$ cat config.mk
export PLATFORM = sky130hd
export DESIGN_NAME = conv_sequencer
export DESIGN_NICKNAME = d
export VERILOG_FILES = /design/src/rtl/seq_pkg.sv /design/src/rtl/seq_rr_arbiter.sv /design/src/rtl/seq_slot_bank.sv /design/src/rtl/seq_irq_line.sv /design/src/rtl/conv_sequencer.sv
export SDC_FILE = /design/constraint.sdc
export NUM_CORES = 1
export LEC_CHECK = 0
export ABC_AREA = 1
export BUFFER_PORTS_ARGS = -buffer_cell sky130_fd_sc_hd__buf_4
export CAP_MARGIN = 25
export CORE_AREA = 4 4 225 227
export CTS_CLUSTER_DIAMETER = 60
export DETAILED_ROUTE_END_ITERATION = 10
export DIE_AREA = 0 0 229 231
export PLACE_DENSITY_LB_ADDON = 0.12
export SLEW_MARGIN = 30
export SYNTH_ARGS = -nofsm -noshare
export SYNTH_HDL_FRONTEND = slang
export SYNTH_SLANG_ARGS = --single-unit
$ cat constraint.sdc
create_clock -name clk -period 4 [get_ports clk]
set_input_delay 0.4 -clock clk [delete_from_list [all_inputs] [get_ports clk]]
set_output_delay 0.4 -clock clk [all_outputs]
set_load 0.05 [all_outputs]
$ cat src/rtl/seq_pkg.sv
package seq_pkg;
    typedef enum logic [1:0] {
        ST_IDLE = 2'd0,
        ST_ACQ  = 2'd1,
        ST_CONV = 2'd2
    } seq_state_t;

    localparam logic [1:0] ISEL_NONE  = 2'd0;
    localparam logic [1:0] ISEL_LINE1 = 2'd1;
    localparam logic [1:0] ISEL_LINE2 = 2'd2;
endpackage

$ cat src/rtl/seq_rr_arbiter.sv
module seq_rr_arbiter #(
    parameter int N = 16,
    parameter int W = 4
) (
    input  logic [N-1:0] req,
    input  logic [W-1:0] last,
    output logic         valid,
    output logic [W-1:0] idx
);
    int pos;

    // scan from farthest to nearest so the nearest slot after 'last' wins
    always_comb begin
        valid = 1'b0;
        idx   = '0;
        pos   = 0;
        for (int k = N; k >= 1; k--) begin
            pos = int'(last) + k;
            if (pos >= N) pos = pos - N;
            if (req[pos]) begin
                valid = 1'b1;
                idx   = W'(pos);
            end
        end
    end
endmodule

$ cat src/rtl/seq_slot_bank.sv
module seq_slot_bank #(
    parameter int N      = 16,
    parameter int W      = 4,
    parameter int DATA_W = 12
) (
    input  logic              clk,
    input  logic              rst_n,
    input  logic [N-1:0]      trig,
    input  logic              start,
    input  logic [W-1:0]      start_idx,
    input  logic              wr_en,
    input  logic [W-1:0]      wr_idx,
    input  logic [DATA_W-1:0] wr_data,
    input  logic [N-1:0]      ovf_clr,
    output logic [N-1:0]      pending,
    output logic [N-1:0]      ovf,
    output logic [N*DATA_W-1:0] results
);
    for (genvar i = 0; i < N; i++) begin : g_slot
        logic started;
        assign started = start && (start_idx == W'(i));

        always_ff @(posedge clk or negedge rst_n) begin
            if (!rst_n) begin
                pending[i] <= 1'b0;
                ovf[i]     <= 1'b0;
                results[i*DATA_W +: DATA_W] <= '0;
            end else begin
                pending[i] <= (pending[i] && !started) || trig[i];
                if (trig[i] && pending[i] && !started)
                    ovf[i] <= 1'b1;
                else if (ovf_clr[i])
                    ovf[i] <= 1'b0;
                if (wr_en && (wr_idx == W'(i)))
                    results[i*DATA_W +: DATA_W] <= wr_data;
            end
        end

        p_ovf_sticky_r3: assert property (@(posedge clk) disable iff (!rst_n)
            (ovf[i] && !ovf_clr[i]) |=> ovf[i])
            else $error("overflow flag of slot %0d dropped without clear", i);
    end
endmodule

$ cat src/rtl/seq_irq_line.sv
module seq_irq_line #(
    parameter int W = 4
) (
    input  logic         clk,
    input  logic         rst_n,
    input  logic         en,
    input  logic         cont,
    input  logic [W-1:0] src,
    input  logic         clr,
    input  logic         evt,
    input  logic [W-1:0] evt_slot,
    output logic         fire,
    output logic         flag,
    output logic         pulse
);
    assign fire = en && evt && (evt_slot == src) && (cont || !flag);

    always_ff @(posedge clk or negedge rst_n) begin
        if (!rst_n) begin
            flag  <= 1'b0;
            pulse <= 1'b0;
        end else begin
            pulse <= fire;
            if (fire)
                flag <= 1'b1;
            else if (clr)
                flag <= 1'b0;
        end
    end

    p_pulse_flag_r5: assert property (@(posedge clk) disable iff (!rst_n)
        pulse |-> flag)
        else $error("interrupt pulse without flag");

    p_noncont_quiet_r6: assert property (@(posedge clk) disable iff (!rst_n)
        (!cont && flag) |-> !fire)
        else $error("non-continuous line fired with flag set");
endmodule

$ cat src/rtl/conv_sequencer.sv
module conv_sequencer #(
    parameter int NUM_SLOTS   = 16,
    parameter int CH_W        = 4,
    parameter int ACQ_W       = 9,
    parameter int DATA_W      = 12,
    parameter int NUM_EXT     = 8,
    parameter int NUM_LINES   = 4,
    parameter int CONV_CYCLES = 11,
    localparam int SLOT_W     = $clog2(NUM_SLOTS),
    localparam int EXT_SEL_W  = $clog2(NUM_EXT)
) (
    input  logic                        clk,
    input  logic                        rst_n,
    input  logic [NUM_EXT-1:0]          ext_trig,
    input  logic [NUM_SLOTS*CH_W-1:0]   cfg_chan,
    input  logic [NUM_SLOTS*ACQ_W-1:0]  cfg_acq,
    input  logic [NUM_SLOTS*EXT_SEL_W-1:0] cfg_tsel,
    input  logic [NUM_SLOTS*2-1:0]      cfg_isel,
    input  logic [NUM_LINES*SLOT_W-1:0] irq_src,
    input  logic [NUM_LINES-1:0]        irq_en,
    input  logic [NUM_LINES-1:0]        irq_cont,
    input  logic                        irq_late,
    input  logic [NUM_LINES-1:0]        irq_clr,
    input  logic [NUM_SLOTS-1:0]        ovf_clr,
    output logic [CH_W-1:0]             samp_chan,
    input  logic [DATA_W-1:0]           samp_data,
    output logic [NUM_SLOTS*DATA_W-1:0] result_bus,
    output logic [NUM_LINES-1:0]        irq_flag,
    output logic [NUM_LINES-1:0]        irq_pulse,
    output logic [NUM_SLOTS-1:0]        ovf_flag,
    output logic                        busy,
    output logic [SLOT_W-1:0]           busy_slot
);
    import seq_pkg::*;

    localparam int CONV_W = $clog2(CONV_CYCLES + 1);
    localparam int CNT_W  = (ACQ_W > CONV_W) ? ACQ_W : CONV_W;

    // per-slot configuration views
    logic [CH_W-1:0]      chan_a [NUM_SLOTS];
    logic [ACQ_W-1:0]     acq_a  [NUM_SLOTS];
    logic [EXT_SEL_W-1:0] tsel_a [NUM_SLOTS];
    logic [1:0]           isel_a [NUM_SLOTS];

    for (genvar i = 0; i < NUM_SLOTS; i++) begin : g_cfg
        assign chan_a[i] = cfg_chan[i*CH_W +: CH_W];
        assign acq_a[i]  = cfg_acq[i*ACQ_W +: ACQ_W];
        assign tsel_a[i] = cfg_tsel[i*EXT_SEL_W +: EXT_SEL_W];
        assign isel_a[i] = cfg_isel[i*2 +: 2];
    end

    seq_state_t        state_q, state_d;
    logic [CNT_W-1:0]  cnt_q, cnt_d;
    logic [SLOT_W-1:0] cur_q, cur_d;
    logic [SLOT_W-1:0] last_q, last_d;
    logic [DATA_W-1:0] samp_q, samp_d;
    logic              start, wr_en;

    logic [NUM_SLOTS-1:0] pend;
    logic [NUM_SLOTS-1:0] trig;
    logic                 arb_valid;
    logic [SLOT_W-1:0]    arb_idx;
    logic [NUM_LINES-1:0] fire;
    logic                 evt;

    seq_rr_arbiter #(.N(NUM_SLOTS), .W(SLOT_W)) u_arb (
        .req   (pend),
        .last  (last_q),
        .valid (arb_valid),
        .idx   (arb_idx)
    );

    seq_slot_bank #(.N(NUM_SLOTS), .W(SLOT_W), .DATA_W(DATA_W)) u_bank (
        .clk       (clk),
        .rst_n     (rst_n),
        .trig      (trig),
        .start     (start),
        .start_idx (arb_idx),
        .wr_en     (wr_en),
        .wr_idx    (cur_q),
        .wr_data   (samp_q),
        .ovf_clr   (ovf_clr),
        .pending   (pend),
        .ovf       (ovf_flag),
        .results   (result_bus)
    );

    // end event: after acquisition (early) or at result write (late)
    always_comb begin
        if (irq_late)
            evt = (state_q == ST_CONV) && (cnt_q == '0);
        else
            evt = (state_q == ST_ACQ) && (cnt_q == '0);
    end

    for (genvar l = 0; l < NUM_LINES; l++) begin : g_line
        seq_irq_line #(.W(SLOT_W)) u_line (
            .clk      (clk),
            .rst_n    (rst_n),
            .en       (irq_en[l]),
            .cont     (irq_cont[l]),
            .src      (irq_src[l*SLOT_W +: SLOT_W]),
            .clr      (irq_clr[l]),
            .evt      (evt),
            .evt_slot (cur_q),
            .fire     (fire[l]),
            .flag     (irq_flag[l]),
            .pulse    (irq_pulse[l])
        );
    end

    // slot trigger: external select OR chosen internal line
    always_comb begin
        for (int i = 0; i < NUM_SLOTS; i++) begin
            trig[i] = ext_trig[tsel_a[i]];
            if (isel_a[i] == ISEL_LINE1) trig[i] = trig[i] | fire[0];
            if (isel_a[i] == ISEL_LINE2) trig[i] = trig[i] | fire[1];
        end
    end

    // state register
    always_ff @(posedge clk or negedge rst_n) begin
        if (!rst_n) begin
            state_q <= ST_IDLE;
            cnt_q   <= '0;
            cur_q   <= '0;
            last_q  <= SLOT_W'(NUM_SLOTS - 1);
            samp_q  <= '0;
        end else begin
            state_q <= state_d;
            cnt_q   <= cnt_d;
            cur_q   <= cur_d;
            last_q  <= last_d;
            samp_q  <= samp_d;
        end
    end

    // next state
    always_comb begin
        state_d = state_q;
        cnt_d   = cnt_q;
        cur_d   = cur_q;
        last_d  = last_q;
        samp_d  = samp_q;
        start   = 1'b0;
        wr_en   = 1'b0;
        unique case (state_q)
            ST_IDLE: begin
                if (arb_valid) begin
                    start   = 1'b1;
                    cur_d   = arb_idx;
                    last_d  = arb_idx;
                    cnt_d   = CNT_W'(acq_a[arb_idx]);
                    state_d = ST_ACQ;
                end
            end
            ST_ACQ: begin
                if (cnt_q == '0) begin
                    samp_d  = samp_data;
                    cnt_d   = CNT_W'(CONV_CYCLES - 1);
                    state_d = ST_CONV;
                end else begin
                    cnt_d = cnt_q - 1'b1;
                end
            end
            ST_CONV: begin
                if (cnt_q == '0) begin
                    wr_en   = 1'b1;
                    state_d = ST_IDLE;
                end else begin
                    cnt_d = cnt_q - 1'b1;
                end
            end
            default: state_d = ST_IDLE;
        endcase
    end

    // outputs
    always_comb begin
        busy      = (state_q != ST_IDLE);
        busy_slot = cur_q;
        samp_chan = chan_a[cur_q];
    end

    p_slot_hold_r9: assert property (@(posedge clk) disable iff (!rst_n)
        (state_q == ST_ACQ) |=> (busy_slot == $past(busy_slot)))
        else $error("busy slot changed during a conversion");

    p_grant_pending_r4: assert property (@(posedge clk) disable iff (!rst_n)
        arb_valid |-> pend[arb_idx])
        else $error("grant to a slot that is not pending");
endmodule

* Word-level counts from Yosys, hierarchy flattened
Index checks and enable logic that the tools add are counted.
Widths: inputs -> output; s select.
** Cells by class
- Add/subtract/negate cells :: 33
- Multiply operators :: 0
- Divide/modulo/power cells :: 0
- Order comparisons :: 50
- Eq/ne operators :: 72
- Shifts and indexed selects :: 0
- Muxes and demuxes :: 219
- Bitwise logic cells :: 34
- Reduce and logical (&&, ||, !) cells :: 164
** Operators with widths (count)
- $ge 32x6->1 const B :: 16
- $lt 32x6->1 const B :: 16
- $mux 32 :: 16
- $sub 32x6->32 const B :: 16
- $mux 1 :: 141
- $logic_and 1x1->1 :: 94
- $mux 4 :: 18
- $bmux 1 s4 :: 16
- $eq 4x4->1 const B :: 16
- $lt 3x4->1 const B :: 16
- $bmux 1 s3 :: 16
- $mux 9 :: 5
- $reduce_bool 2->1 :: 21
- $add 4x4->5 const B :: 8
- $bmux 9 s4 :: 1
- $eq 2x1->1 const B :: 17
- $eq 2x2->1 const B :: 17
- $eq 4x3->1 const B :: 8
- $or 1x1->1 :: 32
- $pmux 9 s3 :: 1
- $add 4x3->5 const B :: 4
- $logic_not 1->1 :: 20
- $logic_or 1x1->1 :: 20
- $bmux 4 s4 :: 1
- 19 further kinds :: 36
** Word-level totals
- Bits in registers :: 263
- Latch bits :: 0
- RAM bits :: 0
- ROM bits :: 0
- Bits of input ports :: 355
- Output and inout bits :: 225
- Logic and storage cells :: 633
- Memories kept :: 0

* Logic depth before layout (Yosys ltp)
Gate-level depths: netlist (run 1).
- Depth after elaboration :: 28
- Gate-level depth with buffers :: 38

* Hierarchy
Synthesis (run 1) repeated with hierarchy kept, for this count alone.
** Unflattened totals
- Cells, all modules :: 2605
- Area total of the unflattened synthesis :: 17112.7 um^2
** By module, submodules not included
- seq_slot_bank :: instances 1, cells an instance 1142, area an instance 9540.4 um^2, sequential area each 5605.4 um^2
- conv_sequencer :: instances 1, cells an instance 980, area an instance 5114.9 um^2, sequential area each 780.7 um^2
- seq_rr_arbiter :: instances 1, cells an instance 355, area an instance 1801.7 um^2, sequential area each 0.0 um^2
- seq_irq_line :: instances 4, cells an instance 32, area an instance 163.9 um^2, sequential area each 50.0 um^2

* Worst setup path before layout (run 1)
Ideal clock, no wire load.
- Kind :: reg2reg
- From :: register last_q[0]
- To :: register cnt_q[7]
- Library setup time :: 0.116 ns
- Arrival :: 3.481 ns
- Required time :: 3.884 ns
- Setup slack :: 0.402 ns
- Stages on the path, launching flop included :: 37
- Path buffers :: 5
- Cell sequence :: dfstp_2 > inv_2 > buf_4 > buf_6 > ha_1 > buf_1 > nand3_1 > nand3_1 > o21ai_1 > nand2_1 > nand2_2 > inv_2 > nand2_1 > nand2_1 > nand2_1 > nand2_1 > nand2_1 > nand2_1 > nand3_1 > nand2_1 > nand2_1 > nand2_1 > nand2_1 > nand2_1 > nand2_4 > nand2_4 > inv_4 > buf_6 > buf_6 > nand2_1 > nand2_1 > nand2_1 > nand4_1 > nand3_1 > nand2_1 > nand2_1 > nand2_1
** Between the ends
- Longest elaborated chain between the ends :: 28
- Elaborated cells between the ends (all ways) :: 152
** RTL lines
- start, declared :: RTL line conv_sequencer.sv:55 : logic [SLOT_W-1:0] last_q, last_d;
- start signal, assigned :: RTL line conv_sequencer.sv:127 : last_q <= SLOT_W'(NUM_SLOTS - 1);
- start signal, assigned :: RTL line conv_sequencer.sv:133 : last_q <= last_d;
- $add 4x5->6 :: RTL line seq_rr_arbiter.sv:18 : pos = int'(last) + k;
- $sub 32x6->32 / $ge 32x6->1 (equally long branches) :: RTL line seq_rr_arbiter.sv:19 : if (pos >= N) pos = pos - N;
- $mux 32 :: RTL line seq_rr_arbiter.sv:19
- $bmux 1 s4 :: RTL line seq_rr_arbiter.sv:20 : if (req[pos]) begin
- $mux 1 (not written as such) (2 in series) :: RTL line seq_rr_arbiter.sv:20
- $mux 4 (16 in series) :: RTL line seq_rr_arbiter.sv:20
- $not 4->5 (not written as such) :: RTL line conv_sequencer.sv:153 : cnt_d = CNT_W'(acq_a[arb_idx]);
- $bmux 9 s4 :: RTL line conv_sequencer.sv:153
- $mux 9 (not written as such) (2 in series) :: RTL line conv_sequencer.sv:153
- $mux 9 :: RTL line conv_sequencer.sv:149 : if (arb_valid) begin
- $pmux 9 s3 :: RTL line conv_sequencer.sv:147 : unique case (state_q)
- end signal, assigned :: RTL line conv_sequencer.sv:131 : cnt_q <= cnt_d;
- end, declared :: RTL line conv_sequencer.sv:53 : logic [CNT_W-1:0] cnt_q, cnt_d;
Several ways; a longest one is shown, not always the timed one. The select of a mux whose other input is x is not followed.
A chain may end at the register's enable or synchronous reset.

* Final worst setup path (run 1)
- From :: register cur_q[0] (netlist: busy_slot[0])
- To :: output samp_chan[2]
** Between the ends
- Longest elaborated chain between the ends :: 4
** RTL lines
- start, declared :: RTL line conv_sequencer.sv:54 : logic [SLOT_W-1:0] cur_q, cur_d;
- start signal, assigned :: RTL line conv_sequencer.sv:132 : cur_q <= cur_d;
- $not 4->5 (not written as such) :: RTL line conv_sequencer.sv:182 : samp_chan = chan_a[cur_q];
- $bmux 4 s4 :: RTL line conv_sequencer.sv:182
- $mux 4 (not written as such) (2 in series) :: RTL line conv_sequencer.sv:182
- end, declared :: RTL line conv_sequencer.sv:25 : output logic [CH_W-1:0] samp_chan,
No other way between the ends. The select of a mux whose other input is x is not followed.

==> results.ini, run 1 <==
[timing]
max_freq_ghz=0.270
fin_crit_ns=3.71
finalHoldViolCount=0
fin_crit_sh_pct=92.7
worst_slew_pin_slew_ns=1.00
setup_slack_ns=0.290
hold_ws_ns=0.0255
relSlewSlack_pct=33.1
skew_ns=0.0180
setup_viol=0
drv_slew=0

[clock_network]
clock_sinks=263
ctsLongestPathBuffers=3
cts_buffers=37
cts_tree=built
clkTransAtPathRegs_ns=0.06
clock_latency_ns=0.56
ctsHtreeMaxLevel=2
cts_root_buf=clkbuf_16

[die]
pin_count=580
core_um2=48600
dieArea_um2=52900
rows=81
die_y_um=231
dieWidth_um=229
start_util_pct=30.9

[outcome]
status=complete, no violations

[setup_path]
required_ns=3.60
worstSetupPathType=flop to output port
start_kind=flop
endpoint_kind=output port
cp.arrival_ns=3.31
cp_max_fo=14

[logic_synthesis]
synth_warnings=0
postSynthCellCount=2085
yosys.cell_types.count=43
syn_area_um2=15000
synth_top_cell_area_share_pct=43.2
synth_edf_count=0
syn_area_per_cell_um2=7.20
ys_seq_area_share_pct=43.9
synth_top_flop_cell=dfrtp_1
async_flop_share_pct=100
synth_nets=2453
synth_area_leader_cell=dfrtp_1
synth_seq_cells=263
synthTopCellsByArea=dfrtp_1, nand2_1, o21ai_0, nand3_1, a21oi_1

[min_path]
hold_path.class=input pin to flop

[routing]
drcViolationCount=0
vias=17100
drt_iter0_markers=1388
drt-total-wl_um=74300
dr.pass1.iters=5
wire_per_inst_um=22.5
vias_per_cell=5.16
drtAntennaViolNets=0

[placement]
dp_hpwl_um=57200
place_ws_ns=-0.0225
place_inst=3230
globalplace.congestion=0.930
numPortBuffers=579

[finish]
drive_gt1_share_pct=28.9
syn_to_final_growth_pct=44.8
instances_no_fill=3308
fill_cells=5057
diodes=0
fin_nets=3026

[pwr]
p_leak_nw=11.3
total_power_w=0.0223
ir_worst_vdd_v=0.000766
powerDensity_nw_per_um2=1020

[grt]
grt_antenna_before_repair=1
gr-total-overflow=0
grt_first_pass_wirelength_um=108000
gr-usage-all-layers_pct=26.6
grt_start_max_net_pins=111
grt_pass1_vias=16800

[run]
cap_violations=0

repair_timing:
action / 4_1_cts / 5_1_grt
setup buffers: 0 / 6
setup endpoints to repair: 2 / 40
endpoints found under the hold margin: 103 / 0
gates cloned: 0 / 3
pin swaps: 0 / 8
gates resized for setup: 1 / 52
hold buffers: 1 / 0
registers in the layout, summed over array words and instances (netlist names):
register,flops
state_q,2
samp_q,12
u_bank.ovf,16
g_line.u_line.pulse,4
u_bank.pending,16
last_q,4
busy_slot,4
cnt_q,9
g_line.u_line.flag,4
u_bank.results,192
stage by stage:
step	utilization, %	TNS (ns)	area [um^2]
after CTS	44.0	0	21400
final	44.7	0	21700
after global placement	41.4	-0.0815	20100
after detailed placement	41.4	-0.0332	20100
after floorplan	-	0	15000
after global routing	44.7	-0.0174	21700
final timing paths:
kind	cells after the start	to	from	slack, ns
worst min register to register	2	u_bank.results[133]$_DFFE_PN0P_	u_bank.results[133]$_DFFE_PN0P_	0.48
min in group asynchronous	2	u_bank.results[93]$_DFFE_PN0P_	rst_n	0.34
max in group asynchronous	4	last_q[0]$_DFFE_PN1P_	rst_n	2.46
worst max register to register	32	cnt_q[4]$_DFFE_PN0P_	last_q[0]$_DFFE_PN1P_	0.32
worst min-delay path	2	g_line[3].u_line.flag$_DFFE_PN0P_	irq_clr[3]	0.03
worst max-delay path	8	samp_chan[2]	busy_slot[0]$_DFFE_PN0P_	0.29
final cells by class:
| type | instances | area, um^2 | share of cell area (%) |
|---|---|---|---|
| Clock buffer | 51 | 1070 | 4.92 |
| Clock inverter | 16 | 161 | 0.742 |
| Timing Repair Buffer | 654 | 5160 | 23.7 |
| Multi-Input combinational cell | 1575 | 7510 | 34.5 |
| Tap cell | 622 | 778 | 3.58 |
| Sequential cell | 263 | 6590 | 30.3 |
| Inverter | 127 | 482 | 2.22 |
layout by cell type (no fill, tap or decap), types with 4 or more instances in the layout:
| master | synthesis | routed |
|---|---|---|
| dfrtp_1 | 259 | 259 |
| nand2_2 | 4 | 19 |
| clkbuf_16 | 0 | 41 |
| a21oi_1 | 94 | 94 |
| nand2_1 | 789 | 772 |
| nor2_1 | 44 | 38 |
| ha_1 | 13 | 10 |
| a22oi_1 | 16 | 16 |
| nor4_1 | 9 | 9 |
| a31oi_1 | 19 | 19 |
| nand3_1 | 176 | 174 |
| buf_4 | 18 | 633 |
| nor2_2 | 2 | 6 |
| xor2_1 | 17 | 15 |
| inv_1 | 116 | 111 |
| o31ai_1 | 16 | 16 |
| clkbuf_8 | 0 | 7 |
| inv_2 | 8 | 11 |
| o22ai_1 | 31 | 31 |
| o211ai_1 | 21 | 21 |
| dfstp_2 | 4 | 4 |
| clkbuf_1 | 75 | 6 |
| o21ai_0 | 271 | 271 |
| clkinv_2 | 0 | 5 |
| nor3_1 | 5 | 5 |
| nand4_1 | 22 | 22 |
| buf_12 | 0 | 10 |
| xnor2_1 | 4 | 4 |
synth_stat cells (19+ instances only):
cell type,n
dfrtp_1,259
nand2_1,789
a31oi_1,19
nand3_1,176
a21oi_1,94
nor2_1,44
nand4_1,22
o21ai_0,271
inv_1,116
clkbuf_1,75
o22ai_1,31
o211ai_1,21
worst max-delay path, stage by stage, from the launching register on:
cell and delay, ns:
dfrtp_1 0.64, buf_4 0.32, nor2_1 0.70, buf_4 0.33, a22oi_1 0.10, nand3_1 0.12
nand2_1 0.14, nand4_1 0.16, buf_4 0.21
routing by layer:
| metal | track usage (%) | wire, um | vias to the layer above |
|---|---|---|---|
| met5 | 0 | 12 | - |
| met4 | 7.80 | 2450 | 2 |
| met3 | 7.74 | 6650 | 122 |
| met2 | 45.2 | 35400 | 741 |
| met1 | 33.0 | 29800 | 8129 |
| li1 | - | - | 8065 |
power by group:
group | switching [W] | total (W) | leakage (nW) | internal [W]
logic | 0.0103 | 0.0156 | 7.24 | 0.00535
clock network | 0.00133 | 0.00330 | 0.604 | 0.00197
registers | 0.000319 | 0.00336 | 3.44 | 0.00304
cells by family (layout without fill, tap and decap cells):
| family | after synthesis | count (layout) | synth area share, % |
|---|---|---|---|
| and+or+nand+nor | 1058 | 1058 | 28.8 |
| AOI/OAI and AO/OA | 481 | 481 | 17.5 |
| DFF | 263 | 263 | 43.9 |
| buffers and inverters | 247 | 848 | 7.18 |
| xor gates and xnor gates | 23 | 23 | 1.59 |
| adders and majority gates | 13 | 13 | 1.08 |
(Power assumes the default switching activity.)
==> inputs of run 2 (changes only) <==
--- a/config.mk
+++ b/config.mk
@@ -6,6 +6,7 @@
 export NUM_CORES = 1
 export LEC_CHECK = 0
 export ABC_AREA = 1
+export ABC_CLOCK_PERIOD_IN_PS = 4000
 export BUFFER_PORTS_ARGS = -buffer_cell sky130_fd_sc_hd__buf_4
 export CAP_MARGIN = 25
 export CORE_AREA = 4 4 225 227
@@ -13,6 +14,7 @@
 export DETAILED_ROUTE_END_ITERATION = 10
 export DIE_AREA = 0 0 229 231
 export PLACE_DENSITY_LB_ADDON = 0.12
+export REMOVE_ABC_BUFFERS = 1
 export SLEW_MARGIN = 30
 export SYNTH_ARGS = -nofsm -noshare
 export SYNTH_HDL_FRONTEND = slang
==> results.ini, run 2 (same netlist as run 1, synthesis figures left out) <==
[timing]
setup_viol=0  ; unchanged
relSlewSlack_pct=38.5  ; was 33.1%
finalHoldViolCount=0  ; unchanged
drv_slew=0  ; unchanged
fin_crit_sh_pct=90.9  ; was 92.7%
max_freq_ghz=0.275  ; was 0.270 GHz
worst_slew_pin_slew_ns=0.921  ; was 1.00 ns
hold_ws_ns=0.0455  ; was 0.0255 ns
fin_crit_ns=3.64  ; was 3.71 ns
skew_ns=0.0202  ; was 0.0180 ns

[setup_path]
crit_start=last_q[0]$_DFFE_PN1P_  ; was busy_slot[0]$_DFFE_PN0P_
endpoint_kind=flop  ; was output port
r2r_slack_ns=0.36  ; was 0.32 ns
r2r_cells=34  ; was 32
timing.rr.start=last_q[0]$_DFFE_PN1P_  ; unchanged
critPathBufInv=5  ; was 3
start_kind=flop  ; unchanged
worstSetupPathType=flop to flop  ; was flop to output port
cp_max_fo=39  ; was 14
crit_slowest_cell=dfstp_2  ; was nor2_1
required_ns=4.43  ; was 3.60 ns
rr_endpoint=cnt_q[2]$_DFFE_PN0P_  ; was cnt_q[4]$_DFFE_PN0P_
cpPeakStageDelay_ns=0.56  ; was 0.70 ns
cp.arrival_ns=4.06  ; was 3.31 ns
crit_family=simple AND/OR/NAND/NOR gates  ; unchanged
path_common_cell=nand2_1  ; was buf_4

[finish]
drive_gt1_share_pct=27.7  ; was 28.9%
layout_common_cells=nand2_1, buf_4, o21ai_0  ; unchanged
layout_commonest_cell=nand2_1  ; unchanged
largest-register=u_bank.results  ; unchanged
top_regs=u_bank.results x192, u_bank.ovf x16, u_bank.pending x16  ; unchanged
fin_nets=3002  ; was 3026
largest_reg_flops=192  ; unchanged
syn_to_final_growth_pct=42.3  ; was 44.8%

[grt]
gr-usage-all-layers_pct=25.3  ; was 26.6%
busiest_layer=met2  ; unchanged
grt_use_met3_pct=6.06  ; was 7.74%
grt_pass1_vias=16400  ; was 16800
grt_start_max_net_pins=81  ; was 111
gr-total-overflow=0  ; unchanged
gr-usage-met2_pct=41.4  ; was 45.2%
gr-usage-met1_pct=33.9  ; was 33.0%
grt_first_pass_wirelength_um=104000  ; was 108000 um
grt_antenna_before_repair=3  ; was 1

[routing]
drtAntennaViolNets=0  ; unchanged
drt_iter0_markers=1283  ; was 1388
dr.pass1.iters=5  ; unchanged
wire_per_inst_um=21.3  ; was 22.5 um
drcViolationCount=0  ; unchanged
vias=16700  ; was 17100
drt-total-wl_um=69700  ; was 74300 um
vias_per_cell=5.11  ; was 5.16

[die]
dieArea_um2=52900  ; unchanged
start_util_pct=30.9  ; unchanged
rows=81  ; unchanged
core_um2=48600  ; unchanged
die_y_um=231  ; unchanged
pin_count=580  ; unchanged
dieWidth_um=229  ; unchanged

[clock_network]
cts_buffers=35  ; was 37
clock_sinks=263  ; unchanged
cts_tree=built  ; unchanged
cts_root_buf=clkbuf_16  ; unchanged
ctsLongestPathBuffers=3  ; unchanged
clkTransAtPathRegs_ns=0.06  ; about the same
ctsHtreeMaxLevel=2  ; unchanged
clock_latency_ns=0.54  ; was 0.56 ns

[min_path]
hold_path.class=input pin to flop  ; unchanged
min-delay-start=irq_clr[2]  ; was irq_clr[3]
holdPathStages=2  ; unchanged
min_to=g_line[2].u_line.flag$_DFFE_PN0P_  ; was g_line[3].u_line.flag$_DFFE_PN0P_

[pwr]
ir_worst_vdd_v=0.000973  ; was 0.000766 V
p_leak_nw=11.1  ; was 11.3 nW
powerDensity_nw_per_um2=951  ; was 1020 nW/um^2
total_power_w=0.0203  ; was 0.0223 W

[outcome]
status=complete, no violations  ; unchanged

[placement]
dp_hpwl_um=53200  ; was 57200 um
numPortBuffers=579  ; unchanged
globalplace.congestion=0.887  ; was 0.930

[run]
cap_violations=0  ; unchanged

## run 2: worst max-delay path by stage
stage | endpoint | depth (start not counted)
after floorplan | cnt_q[3]$_DFFE_PN0P_ | 33
after global placement | cnt_q[3]$_DFFE_PN0P_ | 28
after detailed placement | cnt_q[2]$_DFFE_PN0P_ | 29
after CTS | cnt_q[3]$_DFFE_PN0P_ | 28
after global routing | cnt_q[3]$_DFFE_PN0P_ | 31
final | cnt_q[2]$_DFFE_PN0P_ | 34
## run 2: cell type report
| class | count | area, um^2 |
|---|---|---|
| Inverter | 127 | 479 |
| Tap cell | 622 | 778 |
| Multi-Input combinational cell | 1575 | 7470 |
| Clock inverter | 13 | 183 |
| Fill cell | 5004 | 27300 |
| Sequential cell | 263 | 6590 |
| Timing Repair Buffer | 632 | 4920 |
| Clock buffer | 44 | 950 |
| Antenna cell | 1 | 2.50 |
## run 2: what timing repair did
| item | in CTS | in global routing |
|---|---|---|
| resized for setup | 0 | 39 |
| endpoints found under the setup margin | 0 | 41 |
| hold endpoints to repair | 40 | 0 |
| setup buffers | 0 | 4 |
| hold buffers | 1 | 0 |
## run 2: layer usage
| metal | vias to the layer above | share of wire (%) |
|---|---|---|
| li1 | 8012 | - |
| met1 | 8045 | 44 |
| met2 | 597 | 47 |
| met3 | 88 | 7.0 |
| met4 | 0 | 2.3 |
| met5 | - | 0 |
## run 2: where the power goes
| part | internal, W | switching (W) | leakage (nW) | total [W] |
|---|---|---|---|---|
| combinational | 0.00443 | 0.00942 | 7.10 | 0.0139 |
| clock | 0.00189 | 0.00125 | 0.560 | 0.00315 |
| sequential | 0.00304 | 0.000270 | 3.44 | 0.00331 |
| total | 0.00937 | 0.0109 | 11.1 | 0.0203 |
## run 2: worst register-to-register path: cells and delay by family, from the launching register on
kind            cells  cell delay, ns
compound gates      1            0.24
buf+inv             5            0.48
flops               1            0.56
fa+ha+maj           1            0.25
simple gates       27            2.01
## run 2: metrics by stage
stage,util (%),TNS [ns],setup WS (ns),cells,cell area [um^2]
after floorplan,-,-31.82,-1.11,1965,14400
after global placement,41.1,0,0.0205,3212,20000
after detailed placement,41.1,0,0.0403,3213,20000
after CTS,43.5,0,0.0124,3271,21200
after global routing,43.9,-0.0102,-0.0102,3276,21400
final,43.9,0,0.364,3277,21400
